--- config.mk ---
export PLATFORM = sky130hd
export DESIGN_NAME = spi_cfg_shaper
export DESIGN_NICKNAME = d
export VERILOG_FILES = /design/src/rtl/spi_shaper_pkg.sv /design/src/rtl/spi_byte_order.sv /design/src/rtl/spi_cfg_regs.sv /design/src/rtl/spi_tx_shaper.sv /design/src/rtl/spi_rx_align.sv /design/src/rtl/spi_cfg_shaper.sv
export SDC_FILE = /design/constraint.sdc
export NUM_CORES = 1
export LEC_CHECK = 0
export BUFFER_PORTS_ARGS = -buffer_cell sky130_fd_sc_hd__buf_4
export CELL_PAD_IN_SITES_DETAIL_PLACEMENT = 1
export CELL_PAD_IN_SITES_GLOBAL_PLACEMENT = 1
export CORE_UTILIZATION = 40
export DETAILED_ROUTE_END_ITERATION = 8
export GPL_TIMING_DRIVEN = 0
export PLACE_DENSITY = 0.87
export SKIP_LAST_GASP = 1
export SLEW_MARGIN = 20
export SYNTH_ARGS = -nofsm -noshare
export SYNTH_HDL_FRONTEND = slang
export SYNTH_SLANG_ARGS = --single-unit
--- constraint.sdc ---
create_clock -name clk -period 6 [get_ports clk]
set_input_delay 0.9 -clock clk [delete_from_list [all_inputs] [get_ports clk]]
set_output_delay 0.9 -clock clk [all_outputs]
set_load 0.01 [all_outputs]
--- src/rtl/spi_shaper_pkg.sv ---
package spi_shaper_pkg;

  localparam int REG_W  = 8;

  localparam int B_WIDE = 0;
  localparam int B_BE   = 1;
  localparam int B_EDGE = 4;
  localparam int B_POL  = 5;
  localparam int B_WAKE = 7;

  typedef struct packed {
    logic wake;
    logic pol;
    logic same_edge;
    logic big_end;
    logic wide;
  } cfg_t;

  localparam cfg_t CFG_RST = '{wake: 1'b0, pol: 1'b1, same_edge: 1'b1,
                               big_end: 1'b0, wide: 1'b0};

  typedef enum logic [1:0] {
    TX_IDLE = 2'd0,
    TX_FILL = 2'd1,
    TX_DATA = 2'd2
  } tx_state_e;

endpackage

--- src/rtl/spi_byte_order.sv ---
module spi_byte_order #(
  parameter int WORD_W = 32
) (
  input  logic [WORD_W-1:0] word_i,
  input  logic              big_end_i,
  input  logic              full_i,
  output logic [WORD_W-1:0] word_o
);
  localparam int NB   = WORD_W / 8;
  localparam int HALF = NB / 2;

  for (genvar gi = 0; gi < NB; gi++) begin : g_byte
    if (gi < HALF) begin : g_low
      assign word_o[gi*8 +: 8] = !big_end_i ? word_i[gi*8 +: 8] :
                                 full_i     ? word_i[(NB-1-gi)*8 +: 8] :
                                              word_i[(HALF-1-gi)*8 +: 8];
    end else begin : g_high
      assign word_o[gi*8 +: 8] = !full_i    ? 8'h00 :
                                 !big_end_i ? word_i[gi*8 +: 8] :
                                              word_i[(NB-1-gi)*8 +: 8];
    end
  end

endmodule

--- src/rtl/spi_cfg_regs.sv ---
module spi_cfg_regs
  import spi_shaper_pkg::*;
#(
  parameter int ADDR_W  = 16,
  parameter int DLY_W   = 8,
  parameter int DLY_RST = 4
) (
  input  logic              clk,
  input  logic              rst_n,
  input  logic              h_wr_en,
  input  logic              h_rd_en,
  input  logic [ADDR_W-1:0] h_addr,
  input  logic [REG_W-1:0]  h_wdata,
  output logic [REG_W-1:0]  h_rdata,
  input  logic              c_wr_en,
  input  logic [ADDR_W-1:0] c_addr,
  input  logic [REG_W-1:0]  c_wdata,
  output cfg_t              cfg_o,
  output logic [DLY_W-1:0]  delay_o,
  output logic              wake_evt_o
);
  localparam logic [ADDR_W-1:0] A_CFG = ADDR_W'(0);
  localparam logic [ADDR_W-1:0] A_DLY = ADDR_W'(1);

  cfg_t             cfg_q, cfg_d;
  logic [DLY_W-1:0] dly_q, dly_d;
  logic [REG_W-1:0] rd_q, rd_d, rd_val;
  logic             wake_q, wake_d;
  logic             h_cfg_hit, h_dly_hit, c_cfg_hit, c_dly_hit;
  logic             cfg_en, dly_en;

  always_comb begin
    h_cfg_hit = h_wr_en && (h_addr == A_CFG);
    h_dly_hit = h_wr_en && (h_addr == A_DLY);
    c_cfg_hit = c_wr_en && (c_addr == A_CFG);
    c_dly_hit = c_wr_en && (c_addr == A_DLY);
    cfg_en    = h_cfg_hit || c_cfg_hit;
    dly_en    = h_dly_hit || c_dly_hit;

    cfg_d = cfg_q;
    if (h_cfg_hit) begin
      cfg_d.wide      = h_wdata[B_WIDE];
      cfg_d.big_end   = h_wdata[B_BE];
      cfg_d.same_edge = h_wdata[B_EDGE];
      cfg_d.pol       = h_wdata[B_POL];
      cfg_d.wake      = h_wdata[B_WAKE];
    end else if (c_cfg_hit) begin
      cfg_d.wide      = c_wdata[B_WIDE];
      cfg_d.big_end   = c_wdata[B_BE];
      cfg_d.same_edge = c_wdata[B_EDGE];
      cfg_d.pol       = c_wdata[B_POL];
    end

    dly_d = dly_q;
    if (h_dly_hit)      dly_d = h_wdata[DLY_W-1:0];
    else if (c_dly_hit) dly_d = c_wdata[DLY_W-1:0];

    wake_d = h_cfg_hit && h_wdata[B_WAKE];

    rd_val = '0;
    if (h_addr == A_CFG) begin
      rd_val[B_WIDE] = cfg_q.wide;
      rd_val[B_BE]   = cfg_q.big_end;
      rd_val[B_EDGE] = cfg_q.same_edge;
      rd_val[B_POL]  = cfg_q.pol;
      rd_val[B_WAKE] = cfg_q.wake;
    end else if (h_addr == A_DLY) begin
      rd_val[DLY_W-1:0] = dly_q;
    end
    rd_d = h_rd_en ? rd_val : rd_q;
  end

  always_ff @(posedge clk or negedge rst_n) begin
    if (!rst_n) begin
      cfg_q  <= CFG_RST;
      dly_q  <= DLY_W'(DLY_RST);
      rd_q   <= '0;
      wake_q <= 1'b0;
    end else begin
      if (cfg_en)  cfg_q <= cfg_d;
      if (dly_en)  dly_q <= dly_d;
      if (h_rd_en) rd_q  <= rd_d;
      wake_q <= wake_d;
    end
  end

  assign cfg_o      = cfg_q;
  assign delay_o    = dly_q;
  assign h_rdata    = rd_q;
  assign wake_evt_o = wake_q;

  assert_wake_cause_R6: assert property (@(posedge clk) disable iff (!rst_n)
    wake_evt_o |-> $past(h_wr_en && (h_addr == A_CFG) && h_wdata[B_WAKE]));

  assert_cpu_no_wake_R4: assert property (@(posedge clk) disable iff (!rst_n)
    !(h_wr_en && (h_addr == A_CFG)) |=> $stable(cfg_o.wake));

  assert_stray_write_R3: assert property (@(posedge clk) disable iff (!rst_n)
    (h_wr_en && (h_addr != A_CFG) && (h_addr != A_DLY) && !c_wr_en)
      |=> ($stable(cfg_o) && $stable(delay_o)));

endmodule

--- src/rtl/spi_tx_shaper.sv ---
module spi_tx_shaper
  import spi_shaper_pkg::*;
#(
  parameter int WORD_W = 32,
  parameter int DLY_W  = 8
) (
  input  logic              clk,
  input  logic              rst_n,
  input  logic              big_end_i,
  input  logic              wide_i,
  input  logic [DLY_W-1:0]  delay_i,
  input  logic              rsp_start_i,
  input  logic              tx_word_valid_i,
  input  logic [WORD_W-1:0] tx_word_i,
  output logic              tx_word_ready_o,
  output logic              tx_byte_valid_o,
  output logic [7:0]        tx_byte_o,
  input  logic              tx_byte_ready_i
);
  localparam int NB     = WORD_W / 8;
  localparam int HALF   = NB / 2;
  localparam int LEFT_W = $clog2(NB + 1);

  tx_state_e         st_q, st_d;
  logic [DLY_W-1:0]  cnt_q, cnt_d;
  logic [WORD_W-1:0] buf_q, buf_d;
  logic [LEFT_W-1:0] left_q, left_d;
  logic [WORD_W-1:0] ordered;

  spi_byte_order #(.WORD_W(WORD_W)) i_order (
    .word_i    (tx_word_i),
    .big_end_i (big_end_i),
    .full_i    (wide_i),
    .word_o    (ordered)
  );

  always_comb begin
    tx_byte_valid_o = (st_q == TX_FILL) || ((st_q == TX_DATA) && (left_q != '0));
    tx_byte_o       = (st_q == TX_FILL) ? 8'h00 : buf_q[7:0];
    tx_word_ready_o = (st_q == TX_DATA) && (left_q == '0);

    st_d   = st_q;
    cnt_d  = cnt_q;
    buf_d  = buf_q;
    left_d = left_q;

    if (rsp_start_i) begin
      left_d = '0;
      if (delay_i == '0) begin
        st_d = TX_DATA;
      end else begin
        st_d  = TX_FILL;
        cnt_d = delay_i;
      end
    end else begin
      case (st_q)
        TX_FILL: begin
          if (tx_byte_ready_i) begin
            cnt_d = cnt_q - DLY_W'(1);
            if (cnt_q == DLY_W'(1)) st_d = TX_DATA;
          end
        end
        TX_DATA: begin
          if (left_q == '0) begin
            if (tx_word_valid_i) begin
              buf_d  = ordered;
              left_d = wide_i ? LEFT_W'(NB) : LEFT_W'(HALF);
            end
          end else if (tx_byte_ready_i) begin
            buf_d  = buf_q >> 8;
            left_d = left_q - LEFT_W'(1);
          end
        end
        default: st_d = TX_IDLE;
      endcase
    end
  end

  always_ff @(posedge clk or negedge rst_n) begin
    if (!rst_n) begin
      st_q   <= TX_IDLE;
      cnt_q  <= '0;
      buf_q  <= '0;
      left_q <= '0;
    end else begin
      st_q   <= st_d;
      cnt_q  <= cnt_d;
      buf_q  <= buf_d;
      left_q <= left_d;
    end
  end

  assert_fill_hold_R8: assert property (@(posedge clk) disable iff (!rst_n)
    (tx_byte_valid_o && !tx_byte_ready_i && !rsp_start_i)
      |=> (tx_byte_valid_o && $stable(tx_byte_o)));

  assert_no_fill_R9: assert property (@(posedge clk) disable iff (!rst_n)
    (rsp_start_i && (delay_i == '0)) |=> (!tx_byte_valid_o && tx_word_ready_o));

endmodule

--- src/rtl/spi_rx_align.sv ---
module spi_rx_align #(
  parameter int WORD_W = 32
) (
  input  logic              clk,
  input  logic              rst_n,
  input  logic              big_end_i,
  input  logic              wide_i,
  input  logic              rx_valid_i,
  input  logic [WORD_W-1:0] rx_word_i,
  output logic              rx_valid_o,
  output logic [WORD_W-1:0] rx_word_o
);
  localparam int HALF_W = WORD_W / 2;

  logic [WORD_W-1:0] aligned;
  logic [WORD_W-1:0] word_q;
  logic              valid_q;

  spi_byte_order #(.WORD_W(WORD_W)) i_order (
    .word_i    (rx_word_i),
    .big_end_i (big_end_i),
    .full_i    (wide_i),
    .word_o    (aligned)
  );

  always_ff @(posedge clk or negedge rst_n) begin
    if (!rst_n) begin
      word_q  <= '0;
      valid_q <= 1'b0;
    end else begin
      valid_q <= rx_valid_i;
      if (rx_valid_i) word_q <= aligned;
    end
  end

  assign rx_valid_o = valid_q;
  assign rx_word_o  = word_q;

  assert_rx_upper_R11: assert property (@(posedge clk) disable iff (!rst_n)
    (rx_valid_i && !wide_i) |=> (rx_valid_o && (rx_word_o[WORD_W-1:HALF_W] == '0)));

endmodule

--- src/rtl/spi_cfg_shaper.sv ---
module spi_cfg_shaper
  import spi_shaper_pkg::*;
#(
  parameter int ADDR_W  = 16,
  parameter int WORD_W  = 32,
  parameter int DLY_W   = 8,
  parameter int DLY_RST = 4
) (
  input  logic              clk,
  input  logic              rst_n,
  input  logic              host_wr_en,
  input  logic              host_rd_en,
  input  logic [ADDR_W-1:0] host_addr,
  input  logic [7:0]        host_wdata,
  output logic [7:0]        host_rdata,
  input  logic              cpu_wr_en,
  input  logic [ADDR_W-1:0] cpu_addr,
  input  logic [7:0]        cpu_wdata,
  input  logic              irq_req_i,
  output logic              irq_o,
  output logic              wake_evt_o,
  output logic              word32_o,
  output logic              big_endian_o,
  output logic              same_edge_o,
  input  logic              rsp_start_i,
  input  logic              tx_word_valid_i,
  input  logic [WORD_W-1:0] tx_word_i,
  output logic              tx_word_ready_o,
  output logic              tx_byte_valid_o,
  output logic [7:0]        tx_byte_o,
  input  logic              tx_byte_ready_i,
  input  logic              rx_word_valid_i,
  input  logic [WORD_W-1:0] rx_word_i,
  output logic              rx_word_valid_o,
  output logic [WORD_W-1:0] rx_word_o
);
  logic [1:0]       rst_sync_q;
  logic             core_rst_n;
  cfg_t             cfg;
  logic [DLY_W-1:0] delay;

  always_ff @(posedge clk or negedge rst_n) begin
    if (!rst_n) rst_sync_q <= 2'b00;
    else        rst_sync_q <= {rst_sync_q[0], 1'b1};
  end
  assign core_rst_n = rst_sync_q[1];

  spi_cfg_regs #(
    .ADDR_W  (ADDR_W),
    .DLY_W   (DLY_W),
    .DLY_RST (DLY_RST)
  ) i_regs (
    .clk        (clk),
    .rst_n      (core_rst_n),
    .h_wr_en    (host_wr_en),
    .h_rd_en    (host_rd_en),
    .h_addr     (host_addr),
    .h_wdata    (host_wdata),
    .h_rdata    (host_rdata),
    .c_wr_en    (cpu_wr_en),
    .c_addr     (cpu_addr),
    .c_wdata    (cpu_wdata),
    .cfg_o      (cfg),
    .delay_o    (delay),
    .wake_evt_o (wake_evt_o)
  );

  spi_tx_shaper #(
    .WORD_W (WORD_W),
    .DLY_W  (DLY_W)
  ) i_tx (
    .clk             (clk),
    .rst_n           (core_rst_n),
    .big_end_i       (cfg.big_end),
    .wide_i          (cfg.wide),
    .delay_i         (delay),
    .rsp_start_i     (rsp_start_i),
    .tx_word_valid_i (tx_word_valid_i),
    .tx_word_i       (tx_word_i),
    .tx_word_ready_o (tx_word_ready_o),
    .tx_byte_valid_o (tx_byte_valid_o),
    .tx_byte_o       (tx_byte_o),
    .tx_byte_ready_i (tx_byte_ready_i)
  );

  spi_rx_align #(.WORD_W(WORD_W)) i_rx (
    .clk        (clk),
    .rst_n      (core_rst_n),
    .big_end_i  (cfg.big_end),
    .wide_i     (cfg.wide),
    .rx_valid_i (rx_word_valid_i),
    .rx_word_i  (rx_word_i),
    .rx_valid_o (rx_word_valid_o),
    .rx_word_o  (rx_word_o)
  );

  assign irq_o        = irq_req_i ^ ~cfg.pol;
  assign word32_o     = cfg.wide;
  assign big_endian_o = cfg.big_end;
  assign same_edge_o  = cfg.same_edge;

  assert_irq_follow_R7: assert property (@(posedge clk) disable iff (!core_rst_n)
    $stable(irq_req_i) && !$past(host_wr_en || cpu_wr_en) |-> $stable(irq_o));

endmodule

==> PnR_summary.wiki <==
{| class="wikitable"
! Metric !! Value
|-
| Met1 layer usage reported by global route || 31.5%
|-
| Count of boundary I/O pins || about 180
|-
| Share of synthesized registers carrying an async set or reset || between 90% and 100%
|-
| First-pass detailed-route iteration total || 5
|-
| Number of levels in the clock H-tree || 3
|-
| Clock tree root driver cell || sky130_fd_sc_hd__clkbuf_16
|-
| Status || finished clean
|-
| Met2 Use GR || a little under half
|-
| Avg Cell Area, Syn || 9.99 um^2
|-
| Post-CTS Hold Fix Bufs || 0
|-
| Effective utilization at floorplan || between 40% and 50%
|-
| Path type of the worst min-delay path || flip-flop to asynchronous set/reset pin
|-
| Horizontal extent of the die || 123 um
|-
| Overall Global Routing Usage || between 20% and 30%
|-
| Routability cong. || ~0.85
|-
| Post-synthesis sequential area ratio || between 40 and 50%
|-
| Post-route clock period utilization || between 50% and 60%
|-
| Count of cell types in the netlist || 53
|-
| Worst setup path class || flip-flop to primary output
|-
| RSZ-0062 raised after global routing || false
|-
| Power density cells || about 250 nW/um^2
|-
| Required time of the critical path || 5100 ps
|-
| Launching element type of the critical path || flip-flop
|-
| Number of remaining DRC errors || 0
|-
| Die area || 15200 um^2
|-
| Warnings from Yosys || 0
|-
| First-pass GRT wire length || 30500 um
|-
| Crit path capture type || primary output
|-
| Via count normalized by instance count || roughly 5.7
|-
| Max Buffers Root-to-Sink || 2
|-
| Power after layout || around 2000 uW
|-
| Top cell type by total area after synthesis || sky130_fd_sc_hd__dfrtp_1
|-
| #FFs+latches synth || 102
|-
| Count of mapped cells out of synthesis || 591
|-
| Row cnt || 44
|-
| First DRT Iteration DRCs || 267
|-
| Total leakage power || ~0.0035 uW
|-
| Clock latency on the worst-skew pair || approximately 350 ps
|-
| Clock Pin Slew Worst Setup and Hold Paths || 70 ps
|-
| Placement-stage cell area || around 7500 um^2
|-
| Worst setup path startpoint || i_tx.left_q[0]$_DFFE_PN0P_
|-
| Met3 track demand over resource || around 6.5%
|-
| Worst vdd ir || roughly 140 uV
|-
| Die Height || about 120 um
|-
| Area growth from synthesis to final layout || 32.2%
|-
| Final instance area || ~8000 um^2
|-
| Number of setup violations in the final report || 0
|-
| MaxCap Viol Count || 0
|-
| Yosys top cell area share || about two fifths
|-
| Fillers || approximately 1700
|-
| Max-slew headroom || between 40% and 50%
|-
| Max FO, Critical Path || 10
|-
| Highest attainable clock frequency || between 300 and 400 MHz
|-
| # port buffers || roughly 170
|-
| Nets || 904
|-
| Total area of multi-input combinational cells || 2980 um^2
|-
| Total nets after synthesis || around 700
|-
| Final Critical Period || 3040 ps
|-
| Finished Core Util || between 50% and 60%
|-
| Post-synth EDFFs || 0
|-
| Most frequent cell after synthesis || sky130_fd_sc_hd__dfrtp_1
|-
| Synth area leaders || sky130_fd_sc_hd__dfrtp_1 (42%), sky130_fd_sc_hd__mux2i_1 (15%), sky130_fd_sc_hd__mux2_2 (6.1%)
|-
| TNS Setup || 0 ps
|-
| Number of diodes || 0
|-
| Mapped Area || between 5000 and 6000 um^2
|-
| Tightest Pin Transition || 811 ps
|-
| Layer carrying the most global-route usage || met2
|-
| Clk_skew || about 5.7 ps
|-
| Synth Flop Type || sky130_fd_sc_hd__dfrtp_1
|-
| Count of final max-slew check failures || 0
|-
| Placeable core region || around 14000 um^2
|-
| Number of antenna violations at the first check in global routing || 0
|-
| Worst reg2reg path startpoint || i_tx.left_q[0]$_DFFE_PN0P_
|-
| Post-cts sizing count || 0
|-
| Area taken by flip-flops and latches || about 2600 um^2
|-
| Data arrival, critical path || around 2100 ps
|-
| Clock sinks || between 100 and 150
|-
| Number of global-route vias before repair || between 5000 and 6000
|-
| Gr ovfl total || 0
|-
| Largest net degree at the start of global routing || 44
|-
| Sum of routed wire length over all layers || between 15000 and 20000 um
|-
| Count of vias placed by the detailed router || between 5000 and 6000
|-
| # Post-CTS Setup Buffers || 0
|-
| Post-detailed-route wirelength per cell || slightly above 20 um
|-
| Number of buffers inserted during clock tree synthesis || 9
|-
| Final Hold Slack || between 200 and 250 ps
|-
| Post-DRT Antenna Nets || 0
|-
| Most instantiated cells after synthesis || sky130_fd_sc_hd__dfrtp_1 (99), sky130_fd_sc_hd__mux2i_1 (88), sky130_fd_sc_hd__inv_1 (48)
|-
| Clock tree from TritonCTS || yes
|-
| DP HPWL || 14600 um
|-
| Fraction of final layout cells sized beyond drive strength 1 || 32.2%
|-
| Number of endpoints with negative hold slack in the final report || 0
|}
-- sequential cells by signal, summed over array words and instances (netlist names) --
name and flops:
i_tx.cnt_q 8, i_tx.left_q 3, i_rx.rx_valid_o 1, i_tx.buf_q 32
i_tx.st_q 2, rst_sync_q 2, i_regs.cfg_o 5, i_rx.rx_word_o 32
i_regs.delay_o 8, i_regs.wake_evt_o 1, i_regs.h_rdata 8
-- critical path, stage by stage, from the launching register on --
cell,delay (ps)
sky130_fd_sc_hd__dfrtp_1,350
sky130_fd_sc_hd__inv_1,80
sky130_fd_sc_hd__ha_1,250
sky130_fd_sc_hd__nand2b_1,90
sky130_fd_sc_hd__buf_4,170
sky130_fd_sc_hd__clkbuf_1,520
sky130_fd_sc_hd__nand2_1,100
sky130_fd_sc_hd__nand2_1,110
sky130_fd_sc_hd__buf_4,130
-- layout by cell type, fill, tap and decap left out, types with 4 or more instances in the layout --
cell type / Yosys / routed
sky130_fd_sc_hd__nor4_1: 8 / 8
sky130_fd_sc_hd__a32oi_1: 12 / 12
sky130_fd_sc_hd__inv_1: 48 / 48
sky130_fd_sc_hd__clkbuf_16: 0 / 9
sky130_fd_sc_hd__o21ai_0: 26 / 26
sky130_fd_sc_hd__nand2_1: 20 / 20
sky130_fd_sc_hd__a2bb2oi_1: 12 / 12
sky130_fd_sc_hd__and2_1: 17 / 17
sky130_fd_sc_hd__dfrtp_1: 99 / 98
sky130_fd_sc_hd__a21oi_1: 36 / 36
sky130_fd_sc_hd__ha_1: 4 / 4
sky130_fd_sc_hd__clkbuf_1: 25 / 25
sky130_fd_sc_hd__nor2b_1: 5 / 5
sky130_fd_sc_hd__o22ai_1: 24 / 24
sky130_fd_sc_hd__nand4_1: 5 / 5
sky130_fd_sc_hd__buf_4: 2 / 176
sky130_fd_sc_hd__mux2i_1: 88 / 88
sky130_fd_sc_hd__or4_1: 4 / 4
sky130_fd_sc_hd__nor2_1: 47 / 47
sky130_fd_sc_hd__a211oi_1: 16 / 16
sky130_fd_sc_hd__mux2_2: 32 / 32
sky130_fd_sc_hd__buf_2: 10 / 10
-- worst paths after layout --
path	endpoint	slack [ps]	depth (start not counted)
max reg2reg	i_tx.buf_q[19]$_DFFE_PN0P_	3760	8
max	tx_byte_valid_o	2960	8
max in group asynchronous	i_tx.buf_q[1]$_DFFE_PN0P_	5200	1
min reg2reg	i_regs.delay_o[7]$_DFFE_PN0P_	250	0
min in group clk	rst_sync_q[1]$_DFF_PN0_	380	0
min	i_regs.delay_o[7]$_DFFE_PN0P_	250	0
-- layout make-up --
| cell class | count | area share [%] |
|---|---|---|
| timing repair buffer | 176 | 17.2 |
| tap | 184 | 2.95 |
| multi-input combinational | 400 | 38.2 |
| sequential | 102 | 32.8 |
| buffer | 41 | 2.32 |
| clock inverter | 4 | 0.898 |
| clock buffer | 11 | 3.24 |
| inverter | 48 | 2.31 |
-- layer usage --
layer	vias up	wire (um)
met2	188	10200
met1	2765	8300
met3	21	1140
li1	2498	-
met4	0	202
met5	-	0
-- stage by stage --
stage          setup WS [ps]  std cells
2_1_floorplan           2950        591
6_report                2960        966
4_1_cts                 2950        966
5_1_grt                 2830        966
3_5_place_dp            3340        951
3_3_place_gp            1760        949
-- kinds of logic after synthesis --
logic type	after synthesis	share of synthesized area [%]
compound gates	139	15.6
simple gates	133	12.4
mux	122	21.5
flops	102	43.3
buf+inv	89	6.13
fa+ha+maj	4	0.848
other cells	1	0.0635
xor+xnor	1	0.148
-- report_power, final --
part	switching, uW	total [uW]	leakage (uW)	internal [uW]
Clock	266	652	0.000161	385
Sequential	40.7	799	0.00132	758
Combinational	286	532	0.00202	246
Power figures use the tool's default switching activity.
